==> src/rtl/irq_grp_pkg.sv <==
package irq_grp_pkg;

    // Byte offsets of the four registers; the bench and software rely on these.
    localparam int unsigned OFS_PENDING = 'h0;
    localparam int unsigned OFS_EN_SET  = 'h4;
    localparam int unsigned OFS_MASKED  = 'h8;
    localparam int unsigned OFS_EN_CLR  = 'hC;

    typedef enum logic [2:0] {
        SEL_NONE    = 3'd0,
        SEL_PENDING = 3'd1,
        SEL_EN_SET  = 3'd2,
        SEL_MASKED  = 3'd3,
        SEL_EN_CLR  = 3'd4
    } reg_sel_e;

    typedef struct packed {
        logic clr_pending;
        logic set_enable;
        logic clr_enable;
    } wr_strobe_t;

endpackage

==> src/rtl/irq_reg_decode.sv <==
module irq_reg_decode
    import irq_grp_pkg::*;
#(
    parameter int ADDR_W = 5
) (
    input  logic [ADDR_W-1:0] addr_i,
    input  logic              wr_i,
    output reg_sel_e          sel_o,
    output wr_strobe_t        strobe_o
);

    localparam int CMP_W = (ADDR_W > 8) ? ADDR_W : 8;

    logic [CMP_W-1:0] addr_ext;

    always_comb begin
        addr_ext = '0;
        addr_ext[ADDR_W-1:0] = addr_i;
        if (addr_ext == CMP_W'(OFS_PENDING))
            sel_o = SEL_PENDING;
        else if (addr_ext == CMP_W'(OFS_EN_SET))
            sel_o = SEL_EN_SET;
        else if (addr_ext == CMP_W'(OFS_MASKED))
            sel_o = SEL_MASKED;
        else if (addr_ext == CMP_W'(OFS_EN_CLR))
            sel_o = SEL_EN_CLR;
        else
            sel_o = SEL_NONE;
    end

    // The masked view and unmapped offsets raise no strobe.
    always_comb begin
        strobe_o             = '0;
        strobe_o.clr_pending = wr_i && (sel_o == SEL_PENDING);
        strobe_o.set_enable  = wr_i && (sel_o == SEL_EN_SET);
        strobe_o.clr_enable  = wr_i && (sel_o == SEL_EN_CLR);
    end

    always_comb begin
        assert ($countones({strobe_o.clr_pending, strobe_o.set_enable,
                            strobe_o.clr_enable}) <= 1)
            else $error("p_single_strobe_r10: more than one write strobe");
    end

endmodule

==> src/rtl/irq_pending_bank.sv <==
module irq_pending_bank #(
    parameter int               NUM_SRC   = 31,
    parameter logic [NUM_SRC-1:0] IMPL_MASK = '1
) (
    input  logic               clk,
    input  logic               rst_n,
    input  logic [NUM_SRC-1:0] req_i,
    input  logic               clr_en_i,
    input  logic [NUM_SRC-1:0] clr_bits_i,
    output logic [NUM_SRC-1:0] pending_o
);

    typedef struct packed {
        logic [NUM_SRC-1:0] pending;
    } pend_state_t;

    pend_state_t st_d, st_q;
    logic [NUM_SRC-1:0] clr_eff;
    logic [NUM_SRC-1:0] req_eff;

    always_comb begin
        clr_eff = clr_en_i ? clr_bits_i : '0;
        req_eff = req_i & IMPL_MASK;
        st_d = st_q;
        // A request in the same cycle overrides the clear.
        st_d.pending = ((st_q.pending & ~clr_eff) | req_eff) & IMPL_MASK;
    end

    always_ff @(posedge clk or negedge rst_n) begin
        if (!rst_n) st_q <= '0;
        else        st_q <= st_d;
    end

    assign pending_o = st_q.pending;

    p_capture_r2: assert property (@(posedge clk) disable iff (!rst_n)
        1'b1 |=> ((pending_o & $past(req_i & IMPL_MASK)) == $past(req_i & IMPL_MASK)));

    p_sticky_r3: assert property (@(posedge clk) disable iff (!rst_n)
        !clr_en_i |=> ((pending_o & $past(pending_o)) == $past(pending_o)));

    p_clear_hit_r3: assert property (@(posedge clk) disable iff (!rst_n)
        clr_en_i |=> ((pending_o & $past(clr_bits_i & ~req_i)) == '0));

    p_unimpl_pending_r9: assert property (@(posedge clk) disable iff (!rst_n)
        (pending_o & ~IMPL_MASK) == '0);

endmodule

==> src/rtl/irq_enable_bank.sv <==
module irq_enable_bank #(
    parameter int               NUM_SRC   = 31,
    parameter logic [NUM_SRC-1:0] IMPL_MASK = '1
) (
    input  logic               clk,
    input  logic               rst_n,
    input  logic               set_en_i,
    input  logic               clr_en_i,
    input  logic [NUM_SRC-1:0] bits_i,
    output logic [NUM_SRC-1:0] enable_o
);

    typedef struct packed {
        logic [NUM_SRC-1:0] enable;
    } en_state_t;

    en_state_t st_d, st_q;
    logic [NUM_SRC-1:0] set_bits;
    logic [NUM_SRC-1:0] clr_bits;

    always_comb begin
        set_bits = set_en_i ? bits_i : '0;
        clr_bits = clr_en_i ? bits_i : '0;
        st_d = st_q;
        st_d.enable = ((st_q.enable | set_bits) & ~clr_bits) & IMPL_MASK;
    end

    always_ff @(posedge clk or negedge rst_n) begin
        if (!rst_n) st_q <= '0;
        else        st_q <= st_d;
    end

    assign enable_o = st_q.enable;

    p_set_alias_r5: assert property (@(posedge clk) disable iff (!rst_n)
        set_en_i |=> ((enable_o & $past(bits_i & IMPL_MASK)) == $past(bits_i & IMPL_MASK)));

    p_clear_alias_r6: assert property (@(posedge clk) disable iff (!rst_n)
        clr_en_i |=> ((enable_o & $past(bits_i)) == '0));

    p_hold_idle_r5: assert property (@(posedge clk) disable iff (!rst_n)
        (!set_en_i && !clr_en_i) |=> $stable(enable_o));

    p_unimpl_enable_r9: assert property (@(posedge clk) disable iff (!rst_n)
        (enable_o & ~IMPL_MASK) == '0);

endmodule

==> src/rtl/irq_read_mux.sv <==
module irq_read_mux
    import irq_grp_pkg::*;
#(
    parameter int NUM_SRC = 31,
    parameter int DATA_W  = 32
) (
    input  reg_sel_e           sel_i,
    input  logic [NUM_SRC-1:0] pending_i,
    input  logic [NUM_SRC-1:0] enable_i,
    input  logic [NUM_SRC-1:0] masked_i,
    output logic [DATA_W-1:0]  rdata_o
);

    localparam int PAD_W = DATA_W - NUM_SRC;

    logic [NUM_SRC-1:0] field;

    always_comb begin
        unique case (sel_i)
            SEL_PENDING: field = pending_i;
            SEL_EN_SET:  field = enable_i;
            SEL_EN_CLR:  field = enable_i;
            SEL_MASKED:  field = masked_i;
            default:     field = '0;
        endcase
        rdata_o = {{PAD_W{1'b0}}, field};
    end

    always_comb begin
        if (sel_i == SEL_NONE)
            assert (rdata_o == '0) else $error("p_unmapped_zero_r10: nonzero read");
    end

endmodule

==> src/rtl/irq_group_bank.sv <==
module irq_group_bank
    import irq_grp_pkg::*;
#(
    parameter int                 NUM_SRC   = 31,
    parameter int                 DATA_W    = 32,
    parameter int                 ADDR_W    = 5,
    parameter logic [NUM_SRC-1:0] IMPL_MASK = '1
) (
    input  logic               clk,
    input  logic               rst_n,
    input  logic [NUM_SRC-1:0] irq_req,
    input  logic [ADDR_W-1:0]  bus_addr,
    input  logic               bus_wr,
    input  logic [DATA_W-1:0]  bus_wdata,
    output logic [DATA_W-1:0]  bus_rdata,
    output logic               group_irq
);

    reg_sel_e           sel;
    wr_strobe_t         strobe;
    logic [NUM_SRC-1:0] pending;
    logic [NUM_SRC-1:0] enable;
    logic [NUM_SRC-1:0] masked;
    logic [NUM_SRC-1:0] wbits;
    logic               unused_wdata_hi;

    assign wbits           = bus_wdata[NUM_SRC-1:0];
    assign unused_wdata_hi = ^bus_wdata[DATA_W-1:NUM_SRC];

    irq_reg_decode #(.ADDR_W(ADDR_W)) u_decode (
        .addr_i   (bus_addr),
        .wr_i     (bus_wr),
        .sel_o    (sel),
        .strobe_o (strobe)
    );

    irq_pending_bank #(.NUM_SRC(NUM_SRC), .IMPL_MASK(IMPL_MASK)) u_pending (
        .clk        (clk),
        .rst_n      (rst_n),
        .req_i      (irq_req),
        .clr_en_i   (strobe.clr_pending),
        .clr_bits_i (wbits),
        .pending_o  (pending)
    );

    irq_enable_bank #(.NUM_SRC(NUM_SRC), .IMPL_MASK(IMPL_MASK)) u_enable (
        .clk      (clk),
        .rst_n    (rst_n),
        .set_en_i (strobe.set_enable),
        .clr_en_i (strobe.clr_enable),
        .bits_i   (wbits),
        .enable_o (enable)
    );

    assign masked    = pending & enable;
    assign group_irq = |masked;

    irq_read_mux #(.NUM_SRC(NUM_SRC), .DATA_W(DATA_W)) u_rmux (
        .sel_i     (sel),
        .pending_i (pending),
        .enable_i  (enable),
        .masked_i  (masked),
        .rdata_o   (bus_rdata)
    );

    p_reserved_top_r9: assert property (@(posedge clk) disable iff (!rst_n)
        bus_rdata[DATA_W-1] == 1'b0);

    p_irq_needs_enable_r8: assert property (@(posedge clk) disable iff (!rst_n)
        group_irq |-> (enable != '0) && (pending != '0));

    p_masked_write_ignored_r7: assert property (@(posedge clk) disable iff (!rst_n)
        (bus_wr && sel == SEL_MASKED && irq_req == '0) |=> $stable(pending) && $stable(enable));

    p_unmapped_write_ignored_r10: assert property (@(posedge clk) disable iff (!rst_n)
        (bus_wr && sel == SEL_NONE && irq_req == '0) |=> $stable(pending) && $stable(enable));

endmodule

==> config.mk <==
export PLATFORM = sky130hd
export DESIGN_NAME = irq_group_bank
export DESIGN_NICKNAME = d
export VERILOG_FILES = /design/src/rtl/irq_grp_pkg.sv /design/src/rtl/irq_reg_decode.sv /design/src/rtl/irq_pending_bank.sv /design/src/rtl/irq_enable_bank.sv /design/src/rtl/irq_read_mux.sv /design/src/rtl/irq_group_bank.sv
export SDC_FILE = /design/constraint.sdc
export NUM_CORES = 1
export LEC_CHECK = 0
export BUFFER_PORTS_ARGS = -buffer_cell sky130_fd_sc_hd__buf_2
export CORE_UTILIZATION = 50
export CTS_CLUSTER_SIZE = 12
export DETAILED_ROUTE_END_ITERATION = 7
export GPL_ROUTABILITY_DRIVEN = 0
export HOLD_SLACK_MARGIN = 0.06
export PLACE_DENSITY = 0.78
export SLEW_MARGIN = 20
export SYNTH_ARGS = -nofsm -noshare
export SYNTH_HDL_FRONTEND = slang
export SYNTH_SLANG_ARGS = --single-unit
==> constraint.sdc <==
create_clock -name clk -period 2 [get_ports clk]
set_clock_uncertainty 0.1 [all_clocks]
set_input_delay 0.4 -clock clk [delete_from_list [all_inputs] [get_ports clk]]
set_output_delay 0.4 -clock clk [all_outputs]
set_load 0.05 [all_outputs]
Word-level counts from Yosys, hierarchy flattened
Cells that the tools add are included.
{"block": "totals", "regBits": 62, "latch_bits": 0, "ramBits": 0, "rom_bits": 0, "in_bits": 71, "out_inout_bits": 33, "elab_cells": 30, "mem_count": 0}
{"block": "op_classes", "add_sub_neg": 0, "n_mul": 0, "div": 0, "n_lt_le_gt_ge": 0, "eq_ne": 7, "shifts": 0, "muxes": 8, "n_bitwise": 7, "reduce_logical": 6}
{"cell": "31-bit bitwise AND", "count": 3}
{"cell": "31-bit two-way mux", "count": 3}
{"cell": "31-bit one-hot mux with 3 select lines", "count": 1}
{"cell": "31-bit NOT", "count": 2}
{"cell": "31-bit bitwise OR", "count": 2}
{"cell": "31-bit OR reduction", "count": 1}
{"cell": "3-bit two-way mux", "count": 4}
{"cell": "5-bit by 4-bit equality test with 1-bit output, second input constant", "count": 2}
{"cell": "3-bit by 2-bit equality test with 1-bit output, second input constant", "count": 2}
{"cell": "5-bit by 3-bit equality test with 1-bit output, second input constant", "count": 1}
{"cell": "5-bit logical NOT", "count": 1}
{"cell": "3-bit by 1-bit equality test with 1-bit output, second input constant", "count": 1}
{"cell": "3-bit equality test, second input constant", "count": 1}
{"cell": "1-bit logical AND", "count": 3}
{"cell": "2-bit OR reduction", "count": 1}

Longest topological paths before layout
{"block": "depth", "ltp_word": 11, "mapped_depth": 6, "ltp_nobuf": 4}

Hierarchy
A second synthesis with hierarchy kept.
{"block": "hier_totals", "cells_unflattened": 400, "hier_area_um2": 4190.3}
{"module": "irq_read_mux", "instances": 1, "cells_each": 152, "area_per_inst_um2": 1536.5, "seq_area_each_um2": 0.0}
{"module": "irq_pending_bank", "instances": 1, "cells_each": 96, "area_per_inst_um2": 1158.6, "seq_area_each_um2": 775.7}
{"module": "irq_enable_bank", "instances": 1, "cells_each": 99, "area_per_inst_um2": 1134.8, "seq_area_each_um2": 775.7}
{"module": "irq_group_bank", "instances": 1, "cells_each": 44, "area_per_inst_um2": 287.8, "seq_area_each_um2": 0.0}
{"module": "irq_reg_decode", "instances": 1, "cells_each": 9, "area_per_inst_um2": 72.6, "seq_area_each_um2": 0.0}

Worst setup path after synthesis
No wires, ideal clock.
{"block": "synth_path", "path_kind": "in2out", "start": "in bus_addr[2]", "end": "out bus_rdata[10]", "t_arrival_ns": 1.825, "required_ns": 1.500, "setup_slack_ns": -0.325, "cell_stages": 5, "n_path_buf": 2, "path_cell_list": "clkbuf_1 -> nor2_1 -> clkbuf_1 -> o22ai_1 -> nor2_1"}
{"block": "synth_between", "elab_chain_cells": 8, "word_cells_on_any_way": 14, "classes_between": "eq/ne: 7; mux: 5; reduce/logical: 2"}
{"item": "from (decl)", "line_no": "irq_group_bank.sv:12", "rtl": "input logic [ADDR_W-1:0] bus_addr,"}
{"item": "5-bit by 4-bit equality test with 1-bit output", "line_no": "irq_reg_decode.sv:25", "rtl": "else if (addr_ext == CMP_W'(OFS_EN_CLR))"}
{"item": "3-bit two-way mux", "line_no": "irq_reg_decode.sv:25"}
{"item": "3-bit two-way mux", "line_no": "irq_reg_decode.sv:23", "rtl": "else if (addr_ext == CMP_W'(OFS_MASKED))"}
{"item": "3-bit two-way mux", "line_no": "irq_reg_decode.sv:21", "rtl": "else if (addr_ext == CMP_W'(OFS_EN_SET))"}
{"item": "3-bit two-way mux *", "line_no": "irq_reg_decode.sv:19", "rtl": "if (addr_ext == CMP_W'(OFS_PENDING))"}
{"item": "3-bit equality test or 3-bit by 2-bit equality test with 1-bit output (tied branches)", "line_no": "irq_read_mux.sv:19", "rtl": "unique case (sel_i)"}
{"item": "2-bit OR reduction (no source line)"}
{"item": "31-bit one-hot mux with 3 select lines *", "line_no": "irq_read_mux.sv:19"}
{"item": "to (decl)", "line_no": "irq_group_bank.sv:15", "rtl": "output logic [DATA_W-1:0] bus_rdata,"}
Every way passes the cells marked *; elsewhere a longest branch is shown, timed or not.

Final worst setup path
{"block": "layout_path", "start": "reg u_enable.st_q, in the netlist u_enable.enable_o[26]", "end": "out group_irq"}
{"block": "layout_between", "elab_chain_cells": 2}
{"item": "from (decl)", "line_no": "irq_enable_bank.sv:17", "rtl": "en_state_t st_d, st_q;"}
{"item": "from (signal assigned)", "line_no": "irq_enable_bank.sv:30", "rtl": "else st_q <= st_d;"}
{"item": "31-bit bitwise AND", "line_no": "irq_group_bank.sv:55", "rtl": "assign masked = pending & enable;"}
{"item": "31-bit OR reduction", "line_no": "irq_group_bank.sv:56", "rtl": "assign group_irq = |masked;"}
{"item": "to (decl)", "line_no": "irq_group_bank.sv:16", "rtl": "output logic group_irq"}
No other way between the ends.

==> flow_summary_export.csv <==
group,metric,value,unit
status,status,"complete, but fails checks",
status,violations,"negative setup slack",
synthesis,ys.flop_type,"dfrtp_1",
floorplanning,ios,104,
route,vias,3202,
setup_path,rr_endpoint,"u_enable.enable_o[26]",
setup_path,crit_type,"register to primary output",
setup_path,start_kind,"register",
grt,antenna_found_initial,0,
layout,final_util,71.8,%
place,place_area,3950,sq um
floorplanning,core,5960,sq um
pwr,switching_share,29.8,%
sta,clock.fmax,0.411,GHz
grt,grt_pass1_vias,2897,
setup_path,critical_path_arrival,1940,ps
layout,area_delta_synth_final,38.4,%
place,dpl.hpwl,5990,microns
place,portBuffers,101,
route,dr.first_iter.drc_count,265,
layout,layout-drive-gt1-share,41.7,%
synthesis,yosys_warnings,0,
clocking,htreeDepth,3,
layout,nNetsFinal,531,
setup_path,reg2regPathDepth,5,
sta,period_share,122,%
setup_path,worstPathRequired,1500,ps
clocking,path_clk_slew,70,ps
synthesis,synth_edf_count,0,
pwr,p_sw,0.994,mW
floorplanning,die_area,6500,sq um
layout,n_fill_cell,469,
pwr,pwr-share-comb,22.7,%
pwr,pwr-share-seq,43.9,%
route,dr.pass1.iters,5,
clocking,cts_made_buffers,9,
floorplanning,dieWidth,80.6,microns
setup_path,r2r-start,"u_enable.enable_o[26]",
sta,min_period,2440,ps
setup_path,path_max_fanout,2,
synthesis,syn_avg_cell_area,9.17,sq um
pwr,power_frac_clock,33.3,%
sta,finalHoldViolCount,0,
pwr,ir_drop,534,uV
floorplanning,die_h,80.6,microns
grt,busiest_layer,"met2",
route,drc_errors,0,
pwr,power.static_leakage,1.79,nW
grt,use_met1,39.6,%
clocking,cts.sinks,62,
setup_path,endpoint,"group_irq",
synthesis,syn-num-nets,408,
setup_path,rrSetupSlack,870,ps
route,avgRoutedWirePerCell,16.5,microns
layout,fin_area,4280,sq um
layout,fin_cells,540,
sta,fin_ws,-435,ps
sta,rsz0062_at_grt,"yes",
setup_path,worstSetupStartpoint,"u_enable.enable_o[26]",
grt,grt.total_usage,28.7,%
layout,diodes,0,
synthesis,syn_area,3090,sq um
sta,finalSetupViolations,1,
setup_path,critPathMaxStageDelay,530,ps
pwr,intPower,2.34,mW
route,final_antenna_net_count,0,
layout,layout_commonest_cell,"buf_2",
synthesis,syn_inst,337,
grt,overflow,0,
grt,grt_pass1_wl,13900,microns
min_path,min_path_type,"input port to register",
synthesis,synthDistinctLibCells,22,
floorplanning,num_rows,28,
clocking,cts_buffer_depth,2,
layout,layout_common_cells,"buf_2, dfrtp_1, buf_4, nand3_1",
setup_path,endpoint_kind,"primary output",
sta,holdWs,140,ps
setup_path,slowest_stage,"or4_4",
clocking,clock_latency,330,ps
setup_path,cp_cell_sequence,"a22o_1, a221oi_2, nand3_1, or4_4, buf_8",
floorplanning,initial_utilization,51.9,%
route,wl,8910,microns
grt,met3_usage,6.48,%
pwr,powerDensity,779,nW/um^2
synthesis,synth-async-reset-ratio,100,%
clocking,cts_tree,"yes",
grt,grt_max_degree,63,
place,dp_cells,519,
synthesis,synth_seq_area_share,50.2,%
grt,gr-usage-met2,45.1,%
synthesis,ys_ff_latch,62,
job,maxCapViolations,0,
clocking,cts-root-buf,"clkbuf_8",
sta,tns,-435,ps
route,viasPerCell,5.93,
sta,finalMaxSlewViolations,0,
## cells by family after synthesis
group,count (synthesis),share of synthesized area [%]
AO/OA/AOI/OAI,139,30.1
AND/OR/NAND/NOR,103,14.7
flip-flops,62,50.2
buffers and inverters,32,4.90
other,1,0.121
## power by group through the flow
stage | registers (mW) | clock network [mW] | logic [mW]
after floorplan | 1.46 | 0 | 0.449
after global placement | 1.47 | 0 | 0.707
after detailed placement | 1.48 | 0 | 0.720
after CTS | 1.46 | 1.13 | 0.744
after global routing | 1.48 | 1.18 | 0.831
final | 1.46 | 1.11 | 0.758
## synthesized netlist by cell type (2+ instances only)
cell / n / area (sq um)
nand2_1: 32 / 120
nand4_1: 2 / 12.5
a21o_1: 31 / 233
o21ai_0: 31 / 155
dfrtp_1: 62 / 1550
buf_2: 4 / 20.0
o22ai_1: 31 / 194
clkbuf_1: 24 / 90.1
buf_6: 3 / 33.8
nand3_1: 33 / 165
a22oi_1: 12 / 90.1
nor2_1: 32 / 120
o31ai_1: 31 / 233
## layer usage
layer,up-vias,wire (microns)
met5,-,0
met3,8,690
met4,0,87
met1,1536,3820
met2,157,4320
li1,1501,-
## critical path: cells and delay by family, from the launching register on
family                 cells  cell delay (ps)
buffers and inverters      1              170
AO/OA/AOI/OAI              2              420
flip-flops                 1              380
AND/OR/NAND/NOR            2              630
## stage by stage
step,total power [mW],worst slack (ps)
final,3.33,-435
after CTS,3.34,-449
after floorplan,1.91,-169
after detailed placement,2.20,-137
after global routing,3.49,-507
after global placement,2.18,-138
## worst min-delay path by stage
stage               startpoint                endpoint  slack (ps)  cells past startpoint
floorplan                rst_n    u_enable.enable_o[0]           4                      0
global placement         rst_n   u_enable.enable_o[20]         340                      2
detailed placement       rst_n   u_enable.enable_o[20]         340                      2
CTS                 irq_req[6]  u_pending.pending_o[6]         130                      2
global route        irq_req[6]  u_pending.pending_o[6]         130                      2
finish              irq_req[6]  u_pending.pending_o[6]         140                      2
## registers in the layout, summed over array words and instances, names as in the netlist
register,cells
u_enable.enable_o,31
u_pending.pending_o,31
## what timing repair did
item                                    4_1_cts  5_1_grt
hold buffers                                  1        0
resized for setup                            23       11
endpoints found under the setup margin       32       10
pin swaps                                     5        1
buffers inserted                              2        2
endpoints found under the hold margin        62        0
## final cells by class
| cell class | count | area, sq um | area share, % |
|---|---|---|---|
| sequential | 62 | 1550 | 36.3 |
| tap | 75 | 93.8 | 2.19 |
| clock inverter | 4 | 45.0 | 1.05 |
| multi-input combinational | 243 | 1480 | 34.7 |
| timing repair buffer | 144 | 948 | 22.2 |
| clock buffer | 12 | 155 | 3.63 |
(Power assumes the default switching activity.)
